**config.mk**
```make
export PLATFORM = sky130hd
export DESIGN_NAME = spi_target_port
export DESIGN_NICKNAME = d
export VERILOG_FILES = /design/src/rtl/spit_pkg.sv /design/src/rtl/spit_sync.sv /design/src/rtl/spit_edges.sv /design/src/rtl/spit_engine.sv /design/src/rtl/spit_txq.sv /design/src/rtl/spi_target_port.sv
export SDC_FILE = /design/constraint.sdc
export NUM_CORES = 1
export LEC_CHECK = 0
export BUFFER_PORTS_ARGS = -buffer_cell sky130_fd_sc_hd__buf_4
export CAP_MARGIN = 20
export CORE_AREA = 4 4 84 86
export CTS_CLUSTER_SIZE = 14
export DETAILED_ROUTE_END_ITERATION = 6
export DIE_AREA = 0 0 88 90
export GPL_TIMING_DRIVEN = 1
export PLACE_DENSITY = 0.66
export SLEW_MARGIN = 40
export SYNTH_ARGS = -nofsm -noshare
export SYNTH_HDL_FRONTEND = slang
export SYNTH_SLANG_ARGS = --single-unit
```
**constraint.sdc**
```tcl
create_clock -name clk_i -period 6.18 [get_ports clk_i]
set_input_delay 0.618 -clock clk_i [delete_from_list [all_inputs] [get_ports clk_i]]
set_output_delay 0.618 -clock clk_i [all_outputs]
set_load 0.005 [all_outputs]
```
**src/rtl/spit_pkg.sv**
```systemverilog
package spit_pkg;

  typedef struct packed {
    logic cpol;
    logic cpha;
    logic msb_first;
    logic short_frame;
    logic four_wire;
    logic sel_high;
  } spit_cfg_t;

endpackage

```
**src/rtl/spit_sync.sv**
```systemverilog
module spit_sync #(
  parameter int W      = 3,
  parameter int STAGES = 2
) (
  input  logic         clk_i,
  input  logic         rst_ni,
  input  logic [W-1:0] d_i,
  output logic [W-1:0] q_o
);
  logic [W-1:0] st_q [STAGES];

  for (genvar s = 0; s < STAGES; s++) begin : g_stage
    if (s == 0) begin : g_first
      always_ff @(posedge clk_i or negedge rst_ni)
        if (!rst_ni) st_q[0] <= '0;
        else         st_q[0] <= d_i;
    end else begin : g_next
      always_ff @(posedge clk_i or negedge rst_ni)
        if (!rst_ni) st_q[s] <= '0;
        else         st_q[s] <= st_q[s-1];
    end
  end

  assign q_o = st_q[STAGES-1];
endmodule

```
**src/rtl/spit_edges.sv**
```systemverilog
module spit_edges
  import spit_pkg::*;
(
  input  logic      clk_i,
  input  logic      rst_ni,
  input  spit_cfg_t cfg_i,
  input  logic      active_i,
  input  logic      sclk_s_i,
  output logic      sample_p_o,
  output logic      shift_p_o
);
  logic sclk_d_q;
  logic rise, fall, lead, trail;

  always_ff @(posedge clk_i or negedge rst_ni)
    if (!rst_ni) sclk_d_q <= 1'b0;
    else         sclk_d_q <= sclk_s_i;

  assign rise  = sclk_s_i & ~sclk_d_q;
  assign fall  = ~sclk_s_i & sclk_d_q;
  assign lead  = cfg_i.cpol ? fall : rise;
  assign trail = cfg_i.cpol ? rise : fall;

  assign sample_p_o = active_i & (cfg_i.cpha ? trail : lead);
  assign shift_p_o  = active_i & (cfg_i.cpha ? lead : trail);

  // one SCLK level change can never be both a sampling and a shifting edge
  a_r3_edges_exclusive: assert property (@(posedge clk_i) disable iff (!rst_ni)
    !(sample_p_o && shift_p_o));
endmodule

```
**src/rtl/spit_engine.sv**
```systemverilog
module spit_engine
  import spit_pkg::*;
#(
  parameter int DATA_W = 8
) (
  input  logic              clk_i,
  input  logic              rst_ni,
  input  spit_cfg_t         cfg_i,
  input  logic              active_i,
  input  logic              sample_p_i,
  input  logic              shift_p_i,
  input  logic              mosi_s_i,
  input  logic [DATA_W-1:0] src_word_i,
  input  logic              src_new_i,
  output logic              miso_bit_o,
  output logic              frame_done_o,
  output logic              done_new_o,
  output logic [DATA_W-1:0] cur_word_o,
  output logic [DATA_W-1:0] rx_word_o
);
  localparam int CW = $clog2(DATA_W + 1);
  localparam int IW = $clog2(DATA_W);

  logic [CW-1:0]     len, rc_q, tp_q, shown, opos, spos;
  logic [DATA_W-1:0] cur_q, rsr_q;
  logic              used_q, idle, last_sample;

  assign len         = cfg_i.short_frame ? CW'(DATA_W - 1) : CW'(DATA_W);
  assign idle        = (rc_q == '0) && (tp_q == '0);
  assign last_sample = sample_p_i && (rc_q == len - 1'b1);

  assign spos  = cfg_i.msb_first ? (len - 1'b1 - rc_q) : rc_q;
  assign shown = (cfg_i.cpha && tp_q != '0) ? (tp_q - 1'b1) : tp_q;
  assign opos  = cfg_i.msb_first ? (len - 1'b1 - shown) : shown;

  assign miso_bit_o   = cur_q[opos[IW-1:0]];
  assign frame_done_o = last_sample;
  assign done_new_o   = last_sample && used_q;
  assign cur_word_o   = cur_q;

  always_comb begin
    rx_word_o = rsr_q;
    rx_word_o[spos[IW-1:0]] = mosi_s_i;
    if (cfg_i.short_frame) rx_word_o[DATA_W-1] = 1'b0;
  end

  always_ff @(posedge clk_i or negedge rst_ni) begin
    if (!rst_ni) begin
      rc_q   <= '0;
      tp_q   <= '0;
      rsr_q  <= '0;
      cur_q  <= '0;
      used_q <= 1'b0;
    end else begin
      if (idle) begin
        cur_q  <= src_word_i;
        used_q <= src_new_i;
      end
      if (!active_i) begin
        rc_q <= '0;
        tp_q <= '0;
      end else begin
        if (sample_p_i) begin
          rsr_q[spos[IW-1:0]] <= mosi_s_i;
          rc_q <= last_sample ? '0 : rc_q + 1'b1;
          if (last_sample && cfg_i.cpha) tp_q <= '0;
        end
        if (shift_p_i) begin
          if (!cfg_i.cpha && rc_q == '0) tp_q <= '0;
          else                           tp_q <= tp_q + 1'b1;
        end
      end
    end
  end

  // a deselected cycle leaves no partial frame behind
  a_r7_deselect_clears: assert property (@(posedge clk_i) disable iff (!rst_ni)
    !active_i |=> (rc_q == '0 && tp_q == '0));
  // the sample count stays inside the configured frame length
  a_r5_count_in_frame: assert property (@(posedge clk_i) disable iff (!rst_ni)
    rc_q < len);
endmodule

```
**src/rtl/spit_txq.sv**
```systemverilog
module spit_txq #(
  parameter int DATA_W = 8
) (
  input  logic              clk_i,
  input  logic              rst_ni,
  input  logic              tx_valid_i,
  input  logic [DATA_W-1:0] tx_data_i,
  output logic              tx_ready_o,
  input  logic              frame_done_i,
  input  logic              done_new_i,
  input  logic [DATA_W-1:0] cur_word_i,
  output logic [DATA_W-1:0] src_word_o,
  output logic              src_new_o
);
  logic [DATA_W-1:0] buf_q, last_q;
  logic              full_q;

  always_ff @(posedge clk_i or negedge rst_ni) begin
    if (!rst_ni) begin
      buf_q  <= '0;
      last_q <= '0;
      full_q <= 1'b0;
    end else begin
      if (frame_done_i) last_q <= cur_word_i;
      if (done_new_i) full_q <= 1'b0;
      else if (tx_valid_i && !full_q) begin
        buf_q  <= tx_data_i;
        full_q <= 1'b1;
      end
    end
  end

  assign tx_ready_o = ~full_q;
  assign src_word_o = full_q ? buf_q : last_q;
  assign src_new_o  = full_q;

  // the buffer frees up only after a completed frame
  a_r2_ready_after_frame: assert property (@(posedge clk_i) disable iff (!rst_ni)
    $rose(tx_ready_o) |-> $past(frame_done_i));
  // the repeat word only changes when a frame completes
  a_r9_last_on_frame: assert property (@(posedge clk_i) disable iff (!rst_ni)
    !$stable(last_q) |-> $past(frame_done_i));
endmodule

```
**src/rtl/spi_target_port.sv**
```systemverilog
module spi_target_port
  import spit_pkg::*;
#(
  parameter int DATA_W      = 8,
  parameter int SYNC_STAGES = 2
) (
  input  logic              clk_i,
  input  logic              rst_ni,
  input  logic              cfg_cpol_i,
  input  logic              cfg_cpha_i,
  input  logic              cfg_msb_first_i,
  input  logic              cfg_short_i,
  input  logic              cfg_four_wire_i,
  input  logic              cfg_sel_high_i,
  input  logic              sclk_i,
  input  logic              mosi_i,
  input  logic              sel_i,
  output logic              miso_o,
  output logic              miso_oe_o,
  input  logic              tx_valid_i,
  output logic              tx_ready_o,
  input  logic [DATA_W-1:0] tx_data_i,
  output logic              rx_valid_o,
  input  logic              rx_ready_i,
  output logic [DATA_W-1:0] rx_data_o
);
  spit_cfg_t         cfg;
  logic              sclk_s, mosi_s, sel_s, active;
  logic              sample_p, shift_p, miso_bit, frame_done, done_new, src_new;
  logic [DATA_W-1:0] src_word, cur_word, rx_word;

  assign cfg = '{cpol: cfg_cpol_i, cpha: cfg_cpha_i, msb_first: cfg_msb_first_i,
                 short_frame: cfg_short_i, four_wire: cfg_four_wire_i,
                 sel_high: cfg_sel_high_i};

  spit_sync #(.W(3), .STAGES(SYNC_STAGES)) u_sync (
    .clk_i, .rst_ni,
    .d_i ({sclk_i, mosi_i, sel_i}),
    .q_o ({sclk_s, mosi_s, sel_s})
  );

  assign active = cfg.four_wire ? (sel_s == cfg.sel_high) : 1'b1;

  spit_edges u_edges (
    .clk_i, .rst_ni, .cfg_i(cfg), .active_i(active), .sclk_s_i(sclk_s),
    .sample_p_o(sample_p), .shift_p_o(shift_p)
  );

  spit_engine #(.DATA_W(DATA_W)) u_engine (
    .clk_i, .rst_ni, .cfg_i(cfg), .active_i(active),
    .sample_p_i(sample_p), .shift_p_i(shift_p), .mosi_s_i(mosi_s),
    .src_word_i(src_word), .src_new_i(src_new),
    .miso_bit_o(miso_bit), .frame_done_o(frame_done), .done_new_o(done_new),
    .cur_word_o(cur_word), .rx_word_o(rx_word)
  );

  spit_txq #(.DATA_W(DATA_W)) u_txq (
    .clk_i, .rst_ni, .tx_valid_i, .tx_data_i, .tx_ready_o,
    .frame_done_i(frame_done), .done_new_i(done_new), .cur_word_i(cur_word),
    .src_word_o(src_word), .src_new_o(src_new)
  );

  always_ff @(posedge clk_i or negedge rst_ni) begin
    if (!rst_ni) begin
      rx_valid_o <= 1'b0;
      rx_data_o  <= '0;
    end else if (frame_done) begin
      rx_valid_o <= 1'b1;
      rx_data_o  <= rx_word;
    end else if (rx_ready_i) begin
      rx_valid_o <= 1'b0;
    end
  end

  assign miso_oe_o = active;
  assign miso_o    = active & miso_bit;

  // a held word is not withdrawn before the consumer takes it
  a_r6_hold_until_taken: assert property (@(posedge clk_i) disable iff (!rst_ni)
    rx_valid_o && !rx_ready_i |=> rx_valid_o);
  // held data changes only when a newer frame lands
  a_r6_data_stable: assert property (@(posedge clk_i) disable iff (!rst_ni)
    rx_valid_o && !rx_ready_i && !frame_done |=> $stable(rx_data_o));
endmodule

```
# [Word level (Yosys, flattened, before mapping)]
# Cells that the tools add are included.
# W data, S select, Z words.
[totals] input_bits=21 elab_cells=82 register_bits=58
[op_classes] mux=28 bitwise=9 reduce_logical=18 n_eq_ne=5 add_sub_neg=6 n_lt_le_gt_ge=3
[op_table] cell="$mux W4" n=9
[op_table] cell="$mux W1" n=12
[op_table] cell="$mux W3" n=3
[op_table] cell="$add A4 B1 Y4 const B" n=2
[op_table] cell="$bwmux W8" n=1
[op_table] cell="$logic_and A1 B1 Y1" n=8
[op_table] cell="$logic_not A4 Y1" n=2
[op_table] cell="$lt A3 B4 Y1 const B" n=2
[op_table] cell="$mux W8" n=1
[op_table] cell="$ne A3 B1 Y1 const B" n=2
[op_table] cell="$reduce_and A2 Y1" n=3
[op_table] cell="$sub A3 B3 Y3" n=2
[op_table] cell="$and A1 B1 Y1" n=5
[op_table] cell="$eq A4 B4 Y1" n=1
[op_table] cell="$not A1 Y1" n=4
[op_table] cell="$reduce_bool A2 Y1" n=2
[op_table] cell="$reduce_bool A4 Y1" n=1
[op_table] cell="$sub A4 B1 Y4 const B" n=1
[op_table] cell="$bmux W1 S3" n=1
[op_table] cell="$demux W1 S3" n=1
[op_table] cell="$ge A3 B1 Y1 const B" n=1
[op_table] cell="$sub A3 B1 Y3 const B" n=1
[op_table] cell="$logic_not A1 Y1" n=2
[op_table] cell="$ne A2 B1 Y1 const B" n=1
[op_table] cell="$eq A1 B1 Y1" n=1

# [Logic depth before layout (Yosys ltp)]
# Gate-level depths: netlist of the first run.
[logic_depth] ltp_word=11 depth_mapped=13

# [Cells and area by module]
# Synthesis of the first run repeated with hierarchy kept, for this count alone.
[hier_totals] hier_cells=248 hier_area_um2=3054.2
[modules_own_cells] module="spit_engine" instances=1 area_per_inst_um2=1680.4 cells_each=163
[modules_own_cells] module="spit_txq" instances=1 area_per_inst_um2=735.7 cells_each=47
[modules_own_cells] module="spi_target_port" instances=1 area_per_inst_um2=389.1 cells_each=23
[modules_own_cells] module="spit_sync" instances=1 area_per_inst_um2=172.7 cells_each=9
[modules_own_cells] module="spit_edges" instances=1 area_per_inst_um2=76.3 cells_each=6

# [Worst setup path after synthesis of the first run]
# No wires, ideal clock.
[synth_timing] path_type="flip-flop to output port" start="register u_engine.tp_q[0]" end="output miso_o" path_buffers=2 arrival_ns=2.681 stages_incl_launch_ff=13 slack_ns=2.881 path_cell_list="dfrtp_1 -> clkbuf_1 -> inv_1 -> ha_1 -> nor3b_1 -> nand2b_1 -> xnor2_1 -> ha_1 -> buf_1 -> mux2i_1 -> o2111ai_1 -> o22ai_1 -> o22ai_1"
[synth_via] elab_chain_len=8 elab_cells_between_ends=9
[synth_rtl] item="start: declaration" line_no="spit_engine.sv:24" text="logic [CW-1:0] len, rc_q, tp_q, shown, opos, spos;"
[synth_rtl] item="start signal: assignment" line_no="spit_engine.sv:70" text="else tp_q <= tp_q + 1'b1;"
[synth_rtl] item="branches (longest 2 deep; another with $sub A3 B1 Y3)"
[synth_rtl] item="$mux W3 *" line_no="spit_engine.sv:33" text="assign shown = (cfg_i.cpha && tp_q != '0) ? (tp_q - 1'b1) : tp_q;"
[synth_rtl] item="$sub A3 B3 Y3" line_no="spit_engine.sv:34" text="assign opos = cfg_i.msb_first ? (len - 1'b1 - shown) : shown;"
[synth_rtl] item="$mux W3 *" line_no="spit_engine.sv:34"
[synth_rtl] item="$bmux W1 S3 *" line_no="spit_engine.sv:36" text="assign miso_bit_o = cur_q[opos[IW-1:0]];"
[synth_rtl] item="$mux W1 (not written as such) *" line_no="spit_engine.sv:36"
[synth_rtl] item="$and A1 B1 Y1 *" line_no="spi_target_port.sv:76" text="assign miso_o = active & miso_bit;"
[synth_rtl] item="end: declaration" line_no="spi_target_port.sv:18" text="output logic miso_o,"
# Mark *: on every way between the ends. The select of a mux whose other input is x is not followed.

# [Final worst setup path of the first run]
# Ends and elaborated chain as after synthesis.

==> summary.md, run 1 <==
| Metric | Value |
|---|---|
| Layout cells sized above 1 | 21.1% |
| Worst EP arrival | 3360 ps |
| Reg2reg path depth | 6 |
| Most used cell, CP | ha_1 |
| Filler cells | 570 |
| End of the worst register-to-register path | u_txq.buf_q[7] |
| Post-CTS Resized | 0 |
| Finish-stage setup viols | 0 |
| Fmax | around 0.25 GHz |
| Clock Path Buffers | 2 |
| Register bit total from synthesis | 58 |
| R2R Setup Slk | about 3700 ps |
| Crit path kind | register to primary output |
| Root Driver | clkbuf_8 |
| Gpl congestion | 0.835 |
| RSZ-0062 raised after global routing | false |
| Initial antenna violation count | 0 |
| Worst Tran Pin Value | 730 ps |
| Die extent in x | approximately 90 µm |
| Largest net degree at the start of global routing | around 60 |
| CTS Hold Bufs | 0 |
| Clk Latency, worst-skew pair | 330 ps |
| Post-synthesis instance total | 296 |
| Startpoint Class | register |
| Cell with the most instances after synthesis | dfrtp_1 |
| Cell Chain, Critical Path | inv_1, ha_1, nor3b_1, nand2b_1, xnor2_1, ha_1, ha_1, nor2b_1, nor3_1, o221ai_1, o22ai_1, o22ai_1, buf_4 |
| Dpl ws | 2560 ps |
| Core area | approximately 6300 µm² |
| Final instance area | 3580 µm² |
| IO buf count | 32 |
| First-pass GRT wire length | 10.2 mm |
| Synth top area cells | dfrtp_1, mux2i_1, o21ai_0 |
| Post-CTS setup buffers | 0 |
| DR DRC count | 0 |
| Yosys top cell area share | roughly 47% |
| Number of diodes | 0 |
| Crit end category | primary output |
| Hold Slack | between 300 and 400 ps |
| Slowest stage delay, CP | 510 ps |
| Critical-path maximum fanout | 12 |
| Syn-to-layout area delta | 16.8% |
| Via count | between 2000 and 2500 |
| Post-Syn Area | 3060 µm² |
| Net Count, Synth | between 300 and 400 |
| Clk slew on worst S/H paths | 70 ps |
| ANT nets after route | 0 |
| Status | complete, no violations |
| Starting density of the core | 48.8% |
| Yosys warns | 0 |
| Tot Pwr | 1.21 mW |
| Number of global-route vias before repair | between 2000 and 2500 |
| Area leader, netlist | dfrtp_1 |
| Reg2Reg Launch Point | u_engine.rc_q[0] |
| Post-synth EDFFs | 0 |
| CTS sink count | 58 |
| Total CTS buffers | 9 |
| Routed len/inst | approximately 14 µm |
| Final WL | 5.85 mm |
| WP data required | around 5600 ps |
| Asr flop ratio synth | 100% |
| Register area share after synthesis | a little under half |
| Placed Area | 3340 µm² |
| Clock Skew | about 10 ps |
| Total gr overflow | 0 |
| Total negative slack | 0 ps |
| Slew HR | around 51% |
| Hold Vio Cnt, Final | 0 |
| Avg Cell Area, Syn | 10.3 µm² |
| # IOs | 33 |
| Post-synthesis cell type count | 51 |
| Peak VDD IR | roughly 0.18 mV |
| Tcrit/Tclk final | between 60 and 70% |
| Static Leak | about 1.7 nW |
| Initial DRC Count | between 100 and 150 |
| Max_cap viols | 0 |
| DIE AREA | 7920 µm² |
| Worst path slowest cell | dfrtp_1 |
| Worst min path class | input port to async pin |
| Die Y | ~90 µm |
| Final Max Slew Viols | 0 |
| Router iterations before antenna repair | 4 |
| Final WS setup | 2210 ps |
| DR vias/cell | 5.35 |
| Most frequent cells after synthesis | dfrtp_1, nand2_1, o21ai_0, mux2i_1, inv_1 |
| H-tree levels | 3 |
| Final Critical Period | 3970 ps |
| Total Routing Usage GR | between 15 and 20% |
| Layout Nets | 356 |
| Row cnt | 29 |
| Post-DP HPWL | roughly 4.2 mm |
| TritonCTS clock tree | yes |
| Synth Flop Type | dfrtp_1 |
| Power Dens Cells | 339 nW/µm² |
power breakdown:
group | total (mW) | internal, mW | switching, mW
combinational | 0.289 | 0.132 | 0.156
sequential | 0.507 | 0.447 | 0.0604
clock | 0.419 | 0.268 | 0.151
total | 1.21 | 0.846 | 0.368
cell usage in the layout, fill, tap and decap left out, types with 2 or more instances in the layout:
master     Yosys  final
nand2b_1       7      7
dfrtp_1       58     58
nand3b_1       2      2
nor2b_1        5      5
nor2_1        11     11
clkbuf_8       0      9
mux2i_1       23     23
a21oi_1        6      6
nor3b_1        3      3
bufinv_16      0      3
and4b_1        2      2
a22o_1         2      2
and3b_1        2      2
inv_1         15     15
clkbuf_1       5      2
nand3_1        4      4
nand4b_1       2      2
nand2_1       41     41
xnor2_1        4      4
ha_1           8      8
mux2_2         9      9
o2111ai_1      2      2
o221ai_1       2      2
o2bb2ai_1      4      4
a21o_1         2      2
buf_4          0     33
o21ai_0       34     34
o22ai_1        3      3
o22a_1         2      2
mux2_4         9      9
per-layer routing:
layer	share of wire, %	track usage [%]
met5	0	0
met4	1.5	6.39
met3	4.0	3.93
met2	45	23.7
met1	49	22.6
how the worst max path moves through the flow:
stage	slack (ps)	end	startpoint	cells past startpoint
after floorplan	2880	miso_o	u_engine.tp_q[0]	12
after global placement	2680	miso_o	u_engine.tp_q[0]	13
after detailed placement	2560	miso_o	u_engine.tp_q[0]	13
after CTS	2190	miso_o	u_engine.tp_q[0]	13
after global routing	1830	miso_o	u_engine.tp_q[0]	13
final	2210	miso_o	u_engine.tp_q[0]	13
flip-flops by register name (all words and copies together), names as in the netlist:
register,flops
u_engine.rc_q,4
u_edges.sclk_d_q,1
u_engine.rsr_q,8
u_engine.cur_word_o,8
u_txq.last_q,8
u_sync.q_o,3
rx_data_o,8
u_engine.used_q,1
rx_valid_o,1
u_txq.buf_q,8
u_txq.src_new_o,1
u_engine.tp_q,4
u_sync.st_q,3
kinds of logic after synthesis:
kind of cell,share of synthesized area (%)
buffers and inverters,4.04
adders and majority gates,3.27
DFF,47.4
xor gates and xnor gates,1.43
AOI/OAI and AO/OA,14.5
muxes,15.2
and+or+nand+nor,14.2
layout make-up:
| type | instances | area [µm²] | area share, % |
|---|---|---|---|
| timing repair buffer | 33 | 248 | 6.93 |
| inverter | 16 | 60.1 | 1.68 |
| sequential | 58 | 1450 | 40.6 |
| tap | 77 | 96.3 | 2.69 |
| multi-input combinational | 209 | 1490 | 41.6 |
| clock inverter | 5 | 103 | 2.87 |
| clock buffer | 11 | 131 | 3.67 |
metrics by stage:
stage	instances	util [%]
after floorplan	296	-
after global placement	393	53.3
after detailed placement	393	53.3
after CTS	409	57.0
after global routing	409	57.0
final	409	57.0
worst max-delay path: cells and delay by family (launching register included):
family	cells	cell delay [ps]
and+or+nand+nor	4	1020
DFF	1	510
adders and majority gates	3	560
AOI/OAI and AO/OA	3	480
buffers and inverters	2	290
xor gates and xnor gates	1	140
(Power assumes the default switching activity.)
==> run 2: changes to the inputs <==
--- a/config.mk
+++ b/config.mk
@@ -12,7 +12,7 @@
 export DETAILED_ROUTE_END_ITERATION = 6
 export DIE_AREA = 0 0 88 90
 export GPL_TIMING_DRIVEN = 1
-export PLACE_DENSITY = 0.66
+export PLACE_DENSITY = 0.68
 export SLEW_MARGIN = 40
 export SYNTH_ARGS = -nofsm -noshare
 export SYNTH_HDL_FRONTEND = slang
==> constraint.sdc (replaced) <==
create_clock -name clk_i -period 3.6 [get_ports clk_i]
set_input_delay 0.36 -clock clk_i [delete_from_list [all_inputs] [get_ports clk_i]]
set_output_delay 0.36 -clock clk_i [all_outputs]
set_load 0.005 [all_outputs]
==> run 2 against run 1 <==
Effect of this change:
- worst setup slack worse by 2000 ps
- via count rose by 1.5%
- die area unchanged
- non-clock buffer count rose by 1
- core utilization shrank 0.16 points
- clock skew hardly changed
- first-iteration DRC count shrank 27%
- sequential power increased by 72%
- global-route usage increased by 0.49 points
- hold slack lost 280 ps
- sequential share of layout area grew 0.15 points
- critical endpoint unchanged
==> summary.md, run 2 (synthesized netlist as in run 1, its figures left out) <==
| Metric | Value |
|---|---|
| Critical-path maximum fanout | 12 (unchanged) |
| Root Driver | clkbuf_8 |
| Largest net degree at the start of global routing | 59 (unchanged) |
| Post-CTS Resized | 0 (unchanged) |
| DR DRC count | 0 (unchanged) |
| Startpoint Class | register |
| Final Critical Period | 3380 ps |
| Final std cells w/o fill | 410 (+0.24%) |
| CTS sink count | 58 (unchanged) |
| First-pass GRT wire length | 10.2 mm (-0.26%) |
| Peak VDD IR | 0.384 mV (+110%) |
| Clk Latency, worst-skew pair | 340 ps (about the same) |
| Clock Skew | 10.6 ps (+0.190 ps) |
| Crit path kind | register to primary output |
| Row cnt | 29 (unchanged) |
| Worst min path class | input port to async pin |
| Router iterations before antenna repair | 4 (unchanged) |
| Total Routing Usage GR | 16.6% (+0.49 points) |
| Slew HR | 51.4% (+0.073 points) |
| Post-DP HPWL | 4.26 mm (+2.5%) |
| WP data required | 3240 ps (-2320 ps) |
| Worst Tran Pin Value | 729 ps (-1.10 ps) |
| Power Dens Cells | 558 nW/µm² (+64%) |
| DIE AREA | 7920 µm² (unchanged) |
| Number of global-route vias before repair | 2175 (+0.18%) |
| Tcrit/Tclk final | 93.8% |
| Routed len/inst | 14.6 µm (+1.9%) |
| Clk slew on worst S/H paths | 70 ps (about the same) |
| H-tree levels | 3 (unchanged) |
| Layout cells sized above 1 | 22.5% (+1.4 points) |
| Hold Vio Cnt, Final | 0 (unchanged) |
| Total CTS buffers | 9 (unchanged) |
| # IOs | 33 (unchanged) |
| Number of diodes | 0 (unchanged) |
| Most frequent cells in the layout | dfrtp_1, nand2_1, o21ai_0, buf_4, mux2i_1 |
| TritonCTS clock tree | yes |
| Layout Nets | 357 (+0.28%) |
| Max_cap viols | 0 (unchanged) |
| Core area | 6280 µm² (unchanged) |
| Via count | 2221 (+1.5%) |
| Crit end category | primary output |
| Total negative slack | 0 ps (unchanged) |
| Finish-stage setup viols | 0 (unchanged) |
| Starting density of the core | 48.8% (unchanged) |
| Worst EP arrival | 3020 ps (-340 ps) |
| ANT nets after route | 0 (unchanged) |
| Post-CTS setup buffers | 0 (unchanged) |
| Initial DRC Count | 94 (-27%) |
| Gpl congestion | 0.857 (+2.7%) |
| Status | complete, no violations |
| Die Y | 90 µm (unchanged) |
| Placed Cells | 394 (+0.25%) |
| IO buf count | 32 (unchanged) |
| Final WL | 5.98 mm (+2.2%) |
| Die extent in x | 88 µm (unchanged) |
| Clock Path Buffers | 2 (unchanged) |
| DR vias/cell | 5.42 (+1.2%) |
| Fmax | 0.296 GHz |
| CTS Hold Bufs | 0 (unchanged) |
| Initial antenna violation count | 0 (unchanged) |
| Total gr overflow | 0 (unchanged) |
| Final Max Slew Viols | 0 (unchanged) |
| Commonest non-fill, non-tap cell in the layout | dfrtp_1 |
| Syn-to-layout area delta | 16.5% |
| Static Leak | 1.72 nW (about the same) |
run 2: changes by cell type in the layout (fill, tap and decap cells not counted), moves of 2 or more:
| cell | before | now |
|---|---|---|
| bufinv_16 | 3 | 1 |
| clkbuf_1 | 2 | 0 |
| clkbuf_8 | 9 | 11 |
| clkinv_2 | 1 | 3 |
run 2: worst paths after layout:
check | to | cells past startpoint | start | slack (ps)
worst min register to register | u_sync.q_o[2] | 0 | u_sync.st_q[5] | 350
worst max-delay path | miso_o | 13 | u_engine.tp_q[0] | 220
worst min-delay path | u_engine.rc_q[3] | 1 | rst_ni | 60
worst max register to register | u_txq.buf_q[1] | 5 | u_engine.rc_q[0] | 1350
max in group asynchronous | u_engine.tp_q[0] | 1 | rst_ni | 2990
min in group clk_i | u_sync.st_q[4] | 1 | mosi_i | 130
run 2: per-stage QoR:
step / total power, mW / hold WS (ps) / worst slack [ps] / area (µm²) / util [%]
final: 1.99 / 55.4 / 222 / 3570 / 56.8
after detailed placement: 1.39 / 336 / 437 / 3350 / 53.4
after global placement: 1.36 / 333 / 553 / 3350 / 53.4
after global routing: 2.13 / 97.3 / -9.80 / 3570 / 56.8
after CTS: 2.01 / 88.2 / 35.7 / 3550 / 56.6
after floorplan: 1.23 / 64.4 / 559 / 3060 / -
run 2: critical path, stage by stage, from the launching register on:
cell      delay (ps)
dfrtp_2          490
inv_1            110
ha_1             230
nor3b_4          280
nand2b_1         190
xnor2_1          130
ha_1             160
ha_1             150
nor2b_1           50
nor3_1           270
o221ai_1         180
o22ai_1          190
o22ai_1          110
buf_4            150
run 2: power breakdown:
| group | internal, mW | switching [mW] |
|---|---|---|
| registers | 0.767 | 0.105 |
| logic | 0.235 | 0.272 |
| clock network | 0.353 | 0.257 |
run 2: final cells by class:
class | count | area [µm²]
repair buffers | 34 | 255
flip-flops and latches | 58 | 1450
well taps | 77 | 96.3
multi-input cells | 209 | 1500
fillers | 576 | 2710
clock inverters | 5 | 52.6
inverters | 16 | 60.1
clock buffers | 11 | 151
run 2: layer usage:
metal	vias to the layer above	track usage (%)	wire, µm
met5	-	0	0
met4	0	6.52	103
met3	14	6.76	341
met2	44	24.7	2750
met1	1057	21.3	2780
li1	1106	-	-
